<file path="src/rtl/dra_pkg.sv">
package dra_pkg;

   typedef enum logic [1:0] {
      PH_IDLE = 2'd0,
      PH_WAIT = 2'd1,
      PH_XFER = 2'd2,
      PH_DONE = 2'd3
   } dra_phase_e;

   localparam logic OP_WR = 1'b0;
   localparam logic OP_RD = 1'b1;

endpackage

</file>
<file path="src/rtl/dra_dom_decode.sv">
module dra_dom_decode #(
   parameter int NUM_DOM = 3,
   parameter int SEL_W   = 2
) (
   input  logic [SEL_W-1:0]   sel,
   output logic [NUM_DOM-1:0] mask
);
   localparam logic [SEL_W-1:0] ALL_CODE = SEL_W'(NUM_DOM);

   for (genvar i = 0; i < NUM_DOM; i++) begin : g_dom
      assign mask[i] = (sel == SEL_W'(i)) || (sel == ALL_CODE);
   end
endmodule

</file>
<file path="src/rtl/dra_wake_timer.sv">
module dra_wake_timer #(
   parameter int CNT_W = 16
) (
   input  logic             clk,
   input  logic             rst_n,
   input  logic             run,
   input  logic [CNT_W-1:0] limit,
   output logic             expired
);
   logic [CNT_W-1:0] cnt_q;

   always_ff @(posedge clk or negedge rst_n) begin
      if (!rst_n)
         cnt_q <= '0;
      else if (!run)
         cnt_q <= '0;
      else
         cnt_q <= cnt_q + 1'b1;
   end

   assign expired = run && (cnt_q == limit);
endmodule

</file>
<file path="src/rtl/dra_host_regs.sv">
module dra_host_regs #(
   parameter int               ADDR_W    = 12,
   parameter int               DATA_W    = 32,
   parameter int               OFS_W     = 24,
   parameter int               SEL_W     = 2,
   parameter logic [ADDR_W-1:0] DATA_ADDR = 12'hF00,
   parameter logic [ADDR_W-1:0] CTRL_ADDR = 12'hF04,
   parameter int               GO_BIT    = 31,
   parameter int               FLAG_BIT  = 30,
   parameter int               SEL_LSB   = 28,
   parameter int               OP_BIT    = 24
) (
   input  logic              clk,
   input  logic              rst_n,
   input  logic              host_we,
   input  logic [ADDR_W-1:0] host_addr,
   input  logic [DATA_W-1:0] host_wdata,
   output logic [DATA_W-1:0] host_rdata,
   input  logic              busy,
   input  logic              cap_en,
   input  logic [DATA_W-1:0] cap_data,
   input  logic              flag_set,
   output logic [DATA_W-1:0] data_q,
   output logic [OFS_W-1:0]  ofs_q,
   output logic              op_q,
   output logic [SEL_W-1:0]  sel_q,
   output logic              flag_q,
   output logic              start
);
   logic              data_hit;
   logic              ctrl_hit;
   logic [DATA_W-1:0] ctrl_view;

   assign data_hit = host_we && (host_addr == DATA_ADDR) && !busy;
   assign ctrl_hit = host_we && (host_addr == CTRL_ADDR) && !busy;
   assign start    = ctrl_hit && host_wdata[GO_BIT];

   always_ff @(posedge clk or negedge rst_n) begin
      if (!rst_n) begin
         data_q <= '0;
      end else if (cap_en) begin
         data_q <= cap_data;
      end else if (data_hit) begin
         data_q <= host_wdata;
      end
   end

   always_ff @(posedge clk or negedge rst_n) begin
      if (!rst_n) begin
         ofs_q <= '0;
         op_q  <= 1'b0;
         sel_q <= '0;
      end else if (ctrl_hit) begin
         ofs_q <= host_wdata[OFS_W-1:0];
         op_q  <= host_wdata[OP_BIT];
         sel_q <= host_wdata[SEL_LSB +: SEL_W];
      end
   end

   always_ff @(posedge clk or negedge rst_n) begin
      if (!rst_n)
         flag_q <= 1'b0;
      else if (flag_set)
         flag_q <= 1'b1;
      else if (ctrl_hit && host_wdata[FLAG_BIT])
         flag_q <= 1'b0;
   end

   always_comb begin
      ctrl_view                     = '0;
      ctrl_view[GO_BIT]             = busy;
      ctrl_view[FLAG_BIT]           = flag_q;
      ctrl_view[SEL_LSB +: SEL_W]   = sel_q;
      ctrl_view[OP_BIT]             = op_q;
      ctrl_view[OFS_W-1:0]          = ofs_q;
   end

   always_comb begin
      if (host_addr == DATA_ADDR)
         host_rdata = data_q;
      else if (host_addr == CTRL_ADDR)
         host_rdata = ctrl_view;
      else
         host_rdata = '0;
   end
endmodule

</file>
<file path="src/rtl/dra_engine.sv">
module dra_engine #(
   parameter int               ADDR_W    = 12,
   parameter int               DATA_W    = 32,
   parameter int               OFS_W     = 24,
   parameter int               NUM_DOM   = 3,
   parameter int               CNT_W     = 16,
   parameter logic [ADDR_W-1:0] DATA_ADDR = 12'hF00,
   parameter logic [ADDR_W-1:0] CTRL_ADDR = 12'hF04
) (
   input  logic               clk,
   input  logic               rst_n,
   input  logic               host_we,
   input  logic [ADDR_W-1:0]  host_addr,
   input  logic [DATA_W-1:0]  host_wdata,
   output logic [DATA_W-1:0]  host_rdata,
   input  logic [CNT_W-1:0]   wake_limit,
   output logic [NUM_DOM-1:0] wake_req,
   input  logic [NUM_DOM-1:0] wake_ack,
   output logic               tgt_en,
   output logic               tgt_we,
   output logic [OFS_W-1:0]   tgt_addr,
   output logic [DATA_W-1:0]  tgt_wdata,
   input  logic [DATA_W-1:0]  tgt_rdata
);
   import dra_pkg::*;

   localparam int SEL_W    = $clog2(NUM_DOM + 1);
   localparam int GO_BIT   = DATA_W - 1;
   localparam int FLAG_BIT = DATA_W - 2;
   localparam int SEL_LSB  = DATA_W - 4;
   localparam int OP_BIT   = DATA_W - 8;

   if (SEL_LSB + SEL_W > FLAG_BIT) begin : g_bad_sel
      $error("domain select field overlaps the timeout flag");
   end
   if (OFS_W > OP_BIT) begin : g_bad_ofs
      $error("offset field overlaps the operation bit");
   end
   if (DATA_W < 16) begin : g_bad_width
      $error("data word too narrow for the control layout");
   end

   dra_phase_e         phase_q, phase_d;
   logic               xfer_q;
   logic               busy;
   logic               start;
   logic               tmo_flag;
   logic               flag_set;
   logic               cap_en;
   logic               acks_ok;
   logic               expired;
   logic [DATA_W-1:0]  data_q;
   logic [OFS_W-1:0]   ofs_q;
   logic               op_q;
   logic [SEL_W-1:0]   sel_q;
   logic [NUM_DOM-1:0] dom_mask;

   assign busy    = (phase_q != PH_IDLE);
   assign acks_ok = ((wake_ack & dom_mask) == dom_mask);

   dra_host_regs #(
      .ADDR_W   (ADDR_W),
      .DATA_W   (DATA_W),
      .OFS_W    (OFS_W),
      .SEL_W    (SEL_W),
      .DATA_ADDR(DATA_ADDR),
      .CTRL_ADDR(CTRL_ADDR),
      .GO_BIT   (GO_BIT),
      .FLAG_BIT (FLAG_BIT),
      .SEL_LSB  (SEL_LSB),
      .OP_BIT   (OP_BIT)
   ) u_regs (
      .clk       (clk),
      .rst_n     (rst_n),
      .host_we   (host_we),
      .host_addr (host_addr),
      .host_wdata(host_wdata),
      .host_rdata(host_rdata),
      .busy      (busy),
      .cap_en    (cap_en),
      .cap_data  (tgt_rdata),
      .flag_set  (flag_set),
      .data_q    (data_q),
      .ofs_q     (ofs_q),
      .op_q      (op_q),
      .sel_q     (sel_q),
      .flag_q    (tmo_flag),
      .start     (start)
   );

   dra_dom_decode #(
      .NUM_DOM(NUM_DOM),
      .SEL_W  (SEL_W)
   ) u_dec (
      .sel (sel_q),
      .mask(dom_mask)
   );

   dra_wake_timer #(
      .CNT_W(CNT_W)
   ) u_timer (
      .clk    (clk),
      .rst_n  (rst_n),
      .run    (phase_q == PH_WAIT),
      .limit  (wake_limit),
      .expired(expired)
   );

   always_comb begin
      phase_d  = phase_q;
      flag_set = 1'b0;
      unique case (phase_q)
         PH_IDLE: if (start) phase_d = PH_WAIT;
         PH_WAIT: begin
            if (acks_ok) begin
               phase_d = PH_XFER;
            end else if (expired) begin
               phase_d  = PH_DONE;
               flag_set = 1'b1;
            end
         end
         PH_XFER: phase_d = PH_DONE;
         PH_DONE: phase_d = PH_IDLE;
         default: phase_d = PH_IDLE;
      endcase
   end

   always_ff @(posedge clk or negedge rst_n) begin
      if (!rst_n) begin
         phase_q <= PH_IDLE;
         xfer_q  <= 1'b0;
      end else begin
         phase_q <= phase_d;
         xfer_q  <= (phase_q == PH_XFER);
      end
   end

   assign cap_en    = (phase_q == PH_DONE) && xfer_q && (op_q == OP_RD);
   assign wake_req  = ((phase_q == PH_WAIT) || (phase_q == PH_XFER)) ? dom_mask : '0;
   assign tgt_en    = (phase_q == PH_XFER);
   assign tgt_we    = tgt_en && (op_q == OP_WR);
   assign tgt_addr  = ofs_q;
   assign tgt_wdata = data_q;
endmodule

</file>
<file path="config.mk">
export PLATFORM = sky130hd
export DESIGN_NAME = dra_engine
export DESIGN_NICKNAME = d
export VERILOG_FILES = /design/src/rtl/dra_pkg.sv /design/src/rtl/dra_dom_decode.sv /design/src/rtl/dra_wake_timer.sv /design/src/rtl/dra_host_regs.sv /design/src/rtl/dra_engine.sv
export SDC_FILE = /design/constraint.sdc
export NUM_CORES = 1
export LEC_CHECK = 0
export BUFFER_PORTS_ARGS = -buffer_cell sky130_fd_sc_hd__buf_2
export CAP_MARGIN = 20
export CORE_ASPECT_RATIO = 1.5
export CORE_UTILIZATION = 30
export DETAILED_ROUTE_END_ITERATION = 8
export GPL_TIMING_DRIVEN = 0
export PLACE_DENSITY_LB_ADDON = 0.15
export SLEW_MARGIN = 20
export SYNTH_ARGS = -nofsm -noshare
export SYNTH_HDL_FRONTEND = slang
export SYNTH_SLANG_ARGS = --single-unit
</file>
<file path="constraint.sdc">
create_clock -name clk -period 4.7 [get_ports clk]
set_input_delay 0.47 -clock clk [delete_from_list [all_inputs] [get_ports clk]]
set_output_delay 0.47 -clock clk [all_outputs]
set_load 0.01 [all_outputs]
</file>
Yosys cells after proc, flatten, opt, wreduce, memory -nomap -nowiden
Cells that the tools add are included.
{ "word_totals": {"register_bits": 79, "out_inout_bits": 93, "wordCells": 59} }
{ "classes": {"n_addsub": 1, "eq_ne": 12, "muxes": 15, "n_bitwise": 2, "reduce_logical": 21} }
{ "op_table": {"columns": ["operator", "count"], "rows": [
  ["$mux W32", 4],
  ["$eq A12 B12 Y1 const B", 2],
  ["$add A16 B1 Y16 const B", 1],
  ["$eq A16 B16 Y1", 1],
  ["$mux W16", 1],
  ["$logic_and A1 B1 Y1", 10],
  ["$eq A2 B2 Y1 const B", 4],
  ["$pmux W2 S4", 1],
  ["$mux W2", 3],
  ["$reduce_bool A2 Y1", 3],
  ["$mux W1", 5],
  ["$eq A2 B1 Y1 const B", 2],
  ["$logic_not A2 Y1", 2],
  ["$logic_or A1 B1 Y1", 4],
  ["$and A3 B3 Y3", 1],
  ["$eq A3 B3 Y1", 1],
  ["$mux W3", 1],
  ["$ne A3 B3 Y1 const B", 1],
  ["$ne A2 B2 Y1 const B", 1],
  ["$reduce_and A2 Y1", 1],
  ["$logic_not A1 Y1", 1],
  ["$not A1 Y1", 1]
]} }

Depth between registers and ports, before layout
{ "logic_depth": {"word_depth": 7, "ltp_mapped": 8} }

Modules after synthesis
Synthesis repeated with hierarchy kept, for this count alone.
{ "unflattened": {"hier_cells": 346, "hier_area_um2": 4489.3} }
{ "modules_own_cells": {"columns": ["mod", "n_inst", "cells_each", "area_per_inst_um2", "seq_area_each_um2"], "rows": [
  ["dra_host_regs", 1, 214, 3140.5, 1501.4],
  ["dra_wake_timer", 1, 95, 993.5, 400.4],
  ["dra_engine", 1, 30, 297.8, 75.1],
  ["dra_dom_decode", 1, 7, 57.6, 0.0]
]} }

Least setup slack after synthesis
Ideal clock, no wire load.
{ "synth_path": {"path_type": "input port to output port", "startpoint": "input port host_addr[5]", "endpoint": "output port host_rdata[18]", "arrival_time_ps": 1969, "path_slack_ps": 2261, "path_stages": 5, "n_path_buf": 2, "path_cell_list": "or4_4 -> nor4_2 -> buf_2 -> buf_2 -> a22o_1"} }
{ "synth_between": {"elab_chain_len": 3, "word_cells_on_any_way": 4, "cone_classes": "2 x eq/ne; 2 x mux"} }
{ "synth_lines": {"columns": ["element", "line", "source"], "rows": [
  ["start: declaration", "dra_engine.sv:13", "input logic [ADDR_W-1:0] host_addr,"],
  ["$eq A12 B12 Y1", "dra_host_regs.sv:81", "else if (host_addr == CTRL_ADDR)"],
  ["$mux W32", "dra_host_regs.sv:81", null],
  ["$mux W32 (*)", "dra_host_regs.sv:79", "if (host_addr == DATA_ADDR)"],
  ["end: declaration", "dra_engine.sv:15", "output logic [DATA_W-1:0] host_rdata,"]
]} }
Mark *: on every way between the ends. The rest lies on a longest branch, timed or not.

Worst setup path after layout
{ "layout_path": {"startpoint": "input port host_addr[5]", "endpoint": "output port host_rdata[30]"} }
The elaborated chain is that of the path after synthesis.

==> results by group <==
Worst setup path
  • R2R cell count: 6
  • Worst path top cell family by delay: simple AND/OR/NAND/NOR gates
  • Critical Path Most Common Cell: buf_2
  • Crit Path Max Fanout: 10
  • Crit path depth: 7
  • Worst path max stage delay: 0.57 ns
  • Type of the worst setup path: in2out
  • Crit path arrival time: 2.71 ns
  • Buf+Inv Stages, Crit Path: 4
  • Slowest stage cell, crit path: nor4_2
  • Data required, critical path: 4.23 ns
  • Crit path cell chain: buf_2 -> or4_4 -> nor4_2 -> buf_2 -> buf_2 -> a22o_1 -> buf_2
  • Startpoint Class: input pin
  • Worst setup EP type: primary output

Clock network
  • CTS Buf Count: 9
  • Clock-pin slew on the worst setup and hold paths: 0.06 ns
  • H-tree levels: 3
  • Post-CTS Setup Inserts: 0
  • CTS tree: done
  • PostCTS Resize Cnt: 0
  • Clock Sinks: 79
  • Clk_lat worst skew: 0.34 ns
  • Clk buf depth: 2
  • CTS root buffer: clkbuf_16
  • Number of buffers inserted by hold repair at cts: 0

Detailed routing
  • Final WL: 12.1 mm
  • Antenna Nets Post-Route: 0
  • Avg WL per Cell: 16.4 um
  • DRC Markers: 0
  • Drt pass-1 iters: 4
  • DR vias: 3,501
  • DR iter-0 viols: 80
  • Drt via density: 4.76

Finish
  • Fin nets: 678
  • Antenna cells: 0
  • Storage cell area: 1980 um2
  • Area of the multi-input gates: 1950 um2
  • Syn-to-layout area delta: 36.7%
  • Layout fillers: 1,303
  • Fin area: 5570 um2
  • Non-Filler Instances: 736
  • Layout cells sized above 1: 42.8%

STA
  • Slew HR: 45.8%
  • Least-Margin Pin Slew: 0.813 ns
  • Clock Skew: 0.00748 ns
  • Hold Violations, Final: 0
  • FMAX: 0.314 GHz
  • RSZ-0062 raised after global routing: no
  • Crit path time final: 3.18 ns
  • TNS Setup: 0 ns
  • Final setup fails: 0
  • Period utilization: 67.7%
  • Max Slew Vio Count: 0

Global routing
  • Vias in the first global route: 3,538
  • Tot GR Track Use: 17.2%
  • Routing usage on met3: 4.13%
  • GR peak layer: met2
  • Initial antenna violation count: 0
  • Met1 usage: 20.2%
  • M2 GR Usage: 30.5%
  • Largest net degree at the start of global routing: 56
  • GRT overflow: 0
  • First-pass GRT wire length: 18.5 mm

Pwr
  • VDD IR max: 0.204 mV
  • Leakage: 0.00323 uW
  • PD cells: 317 nW/um2

Placed design
  • Placed insts: 720
  • Port Buffers: 190
  • Post-DP HPWL: 9.36 mm
  • Gpl congestion: 0.755
  • Placed Area: 5250 um2

Min path
  • Hold Crit Class: in2async

Yosys
  • Mapped Avg Cell Area: 11.0 um2
  • Gate Count Post-Synth: 370
  • Yosys top cell area share: 48.6%
  • Most common cell in the synthesized netlist: dfrtp_1
  • Ranking of synthesized cells by area: dfrtp_1 (49%), mux2i_1 (7.9%), mux2_2 (7.2%), a22o_1 (6.5%), xnor2_1 (4.3%)
  • Syn Std Cell Area: 4070 um2
  • Sequential area share after synthesis: 48.6%
  • Most area-hungry cell type in the Yosys netlist: dfrtp_1
  • Yosys cell types: 32
  • Syn nets: 476
  • Seq cells post-synth: 79
  • Warnings, synthesis: 0
  • Asr flop ratio synth: 100%
  • Predominant post-synthesis flop cell: dfrtp_1
  • Post-synth EDFFs: 0
  • Post-synth top cells: dfrtp_1 (79), nor2_1 (37), a21oi_1 (33), mux2i_1 (32), a22o_1 (30)

Floorplanning
  • Die ar.: 14,100 um2
  • I/O pin cnt: 191
  • Die Ht: 145 um
  • # rows: 51
  • Chip width: 97.1 um
  • Core area: 13,100 um2
  • Initial core utilization: 31.1%

Status
  • Status: complete, no violations

Flow run
  • MaxCap Viol Count: 0
## placed cells by master, fill, tap and decap left out, types with 3 or more instances in the layout
cell type and count:
nand3_1 6, a22o_1 30, inv_1 8, and2_1 15, or3_1 3, nand4_1 7, buf_2 194, xnor2_1 20
ha_1 8, clkbuf_16 9, mux2i_1 32, and3_1 4, nor2b_1 7, mux2_2 26, xor2_1 8, nor2_1 37
a21oi_1 33, o21ai_0 5, dfrtp_1 79, buf_4 8, nand2_1 8, clkbuf_1 10
## cell families (layout without fill, tap and decap cells)
group	Yosys count	after routing	synth area share, %
muxes	58	58	15.1
xor gates and xnor gates	28	28	6.02
DFF	79	79	48.6
AOI/OAI and AO/OA	74	74	12.3
adders and majority gates	8	8	2.46
and+or+nand+nor	94	94	12.1
buffers and inverters	29	236	3.47
## final cells by class
cell class | instances | share of cell area [%]
sequential | 79 | 35.5
clock inverter | 6 | 1.53
multi-input combinational | 262 | 35.1
buffer | 21 | 2.00
timing repair buffer | 191 | 17.6
tap | 159 | 3.57
clock buffer | 10 | 4.11
inverter | 8 | 0.540
## state kept, by name, summed over array words and instances, names as in the netlist
| signal | flops |
|---|---|
| phase_q | 2 |
| u_regs.ofs_q | 24 |
| xfer_q | 1 |
| u_regs.flag_q | 1 |
| u_regs.sel_q | 2 |
| u_regs.data_q | 32 |
| u_regs.op_q | 1 |
| u_timer.cnt_q | 16 |
## worst reg2reg max path, stage by stage (launching register included)
cell       delay (ns)
dfrtp_1          0.36
clkbuf_1         0.18
xnor2_1          0.24
nand4_1          0.11
nor4_1           0.46
a2bb2oi_1        0.28
mux2_2           0.36
## final timing paths
path | startpoint | endpoint | slack (ns)
worst max-delay path | host_addr[5] | host_rdata[30] | 1.52
worst min-delay path | rst_n | u_regs.ofs_q[8]$_DFFE_PN0N_ | 0.04
worst max register to register | u_timer.cnt_q[3]$_DFF_PN0_ | phase_q[1]$_DFFE_PN0P_ | 2.58
worst min register to register | u_timer.cnt_q[0]$_DFF_PN0_ | u_timer.cnt_q[0]$_DFF_PN0_ | 0.51
max in group asynchronous | rst_n | u_regs.ofs_q[20]$_DFFE_PN0N_ | 4.06
min in group clk | host_wdata[29] | u_regs.sel_q[1]$_DFFE_PN0N_ | 0.37
## through the flow
stage               total power, uW  setup WS [ns]  util [%]  hold WS (ns)
global route                   1850           1.41      42.5        0.0566
CTS                            1790           1.50      42.5        0.0483
global placement               1040           1.49      39.9         0.489
finish                         1760           1.52      42.5        0.0390
detailed placement             1040           1.50      40.1         0.410
floorplan                       892           2.26         -         0.174
## routing by layer
metal  part of all wire [%]  wire length [um]
met1                     41              4950
met2                     51              6200
met3                    6.1               739
met4                    1.6               189
met5                      0                 0
## power by group
group	internal, uW	switching [uW]	total (uW)
logic	140	156	296
clock network	463	277	740
registers	703	23.8	727
Power figures use the tool's default switching activity.
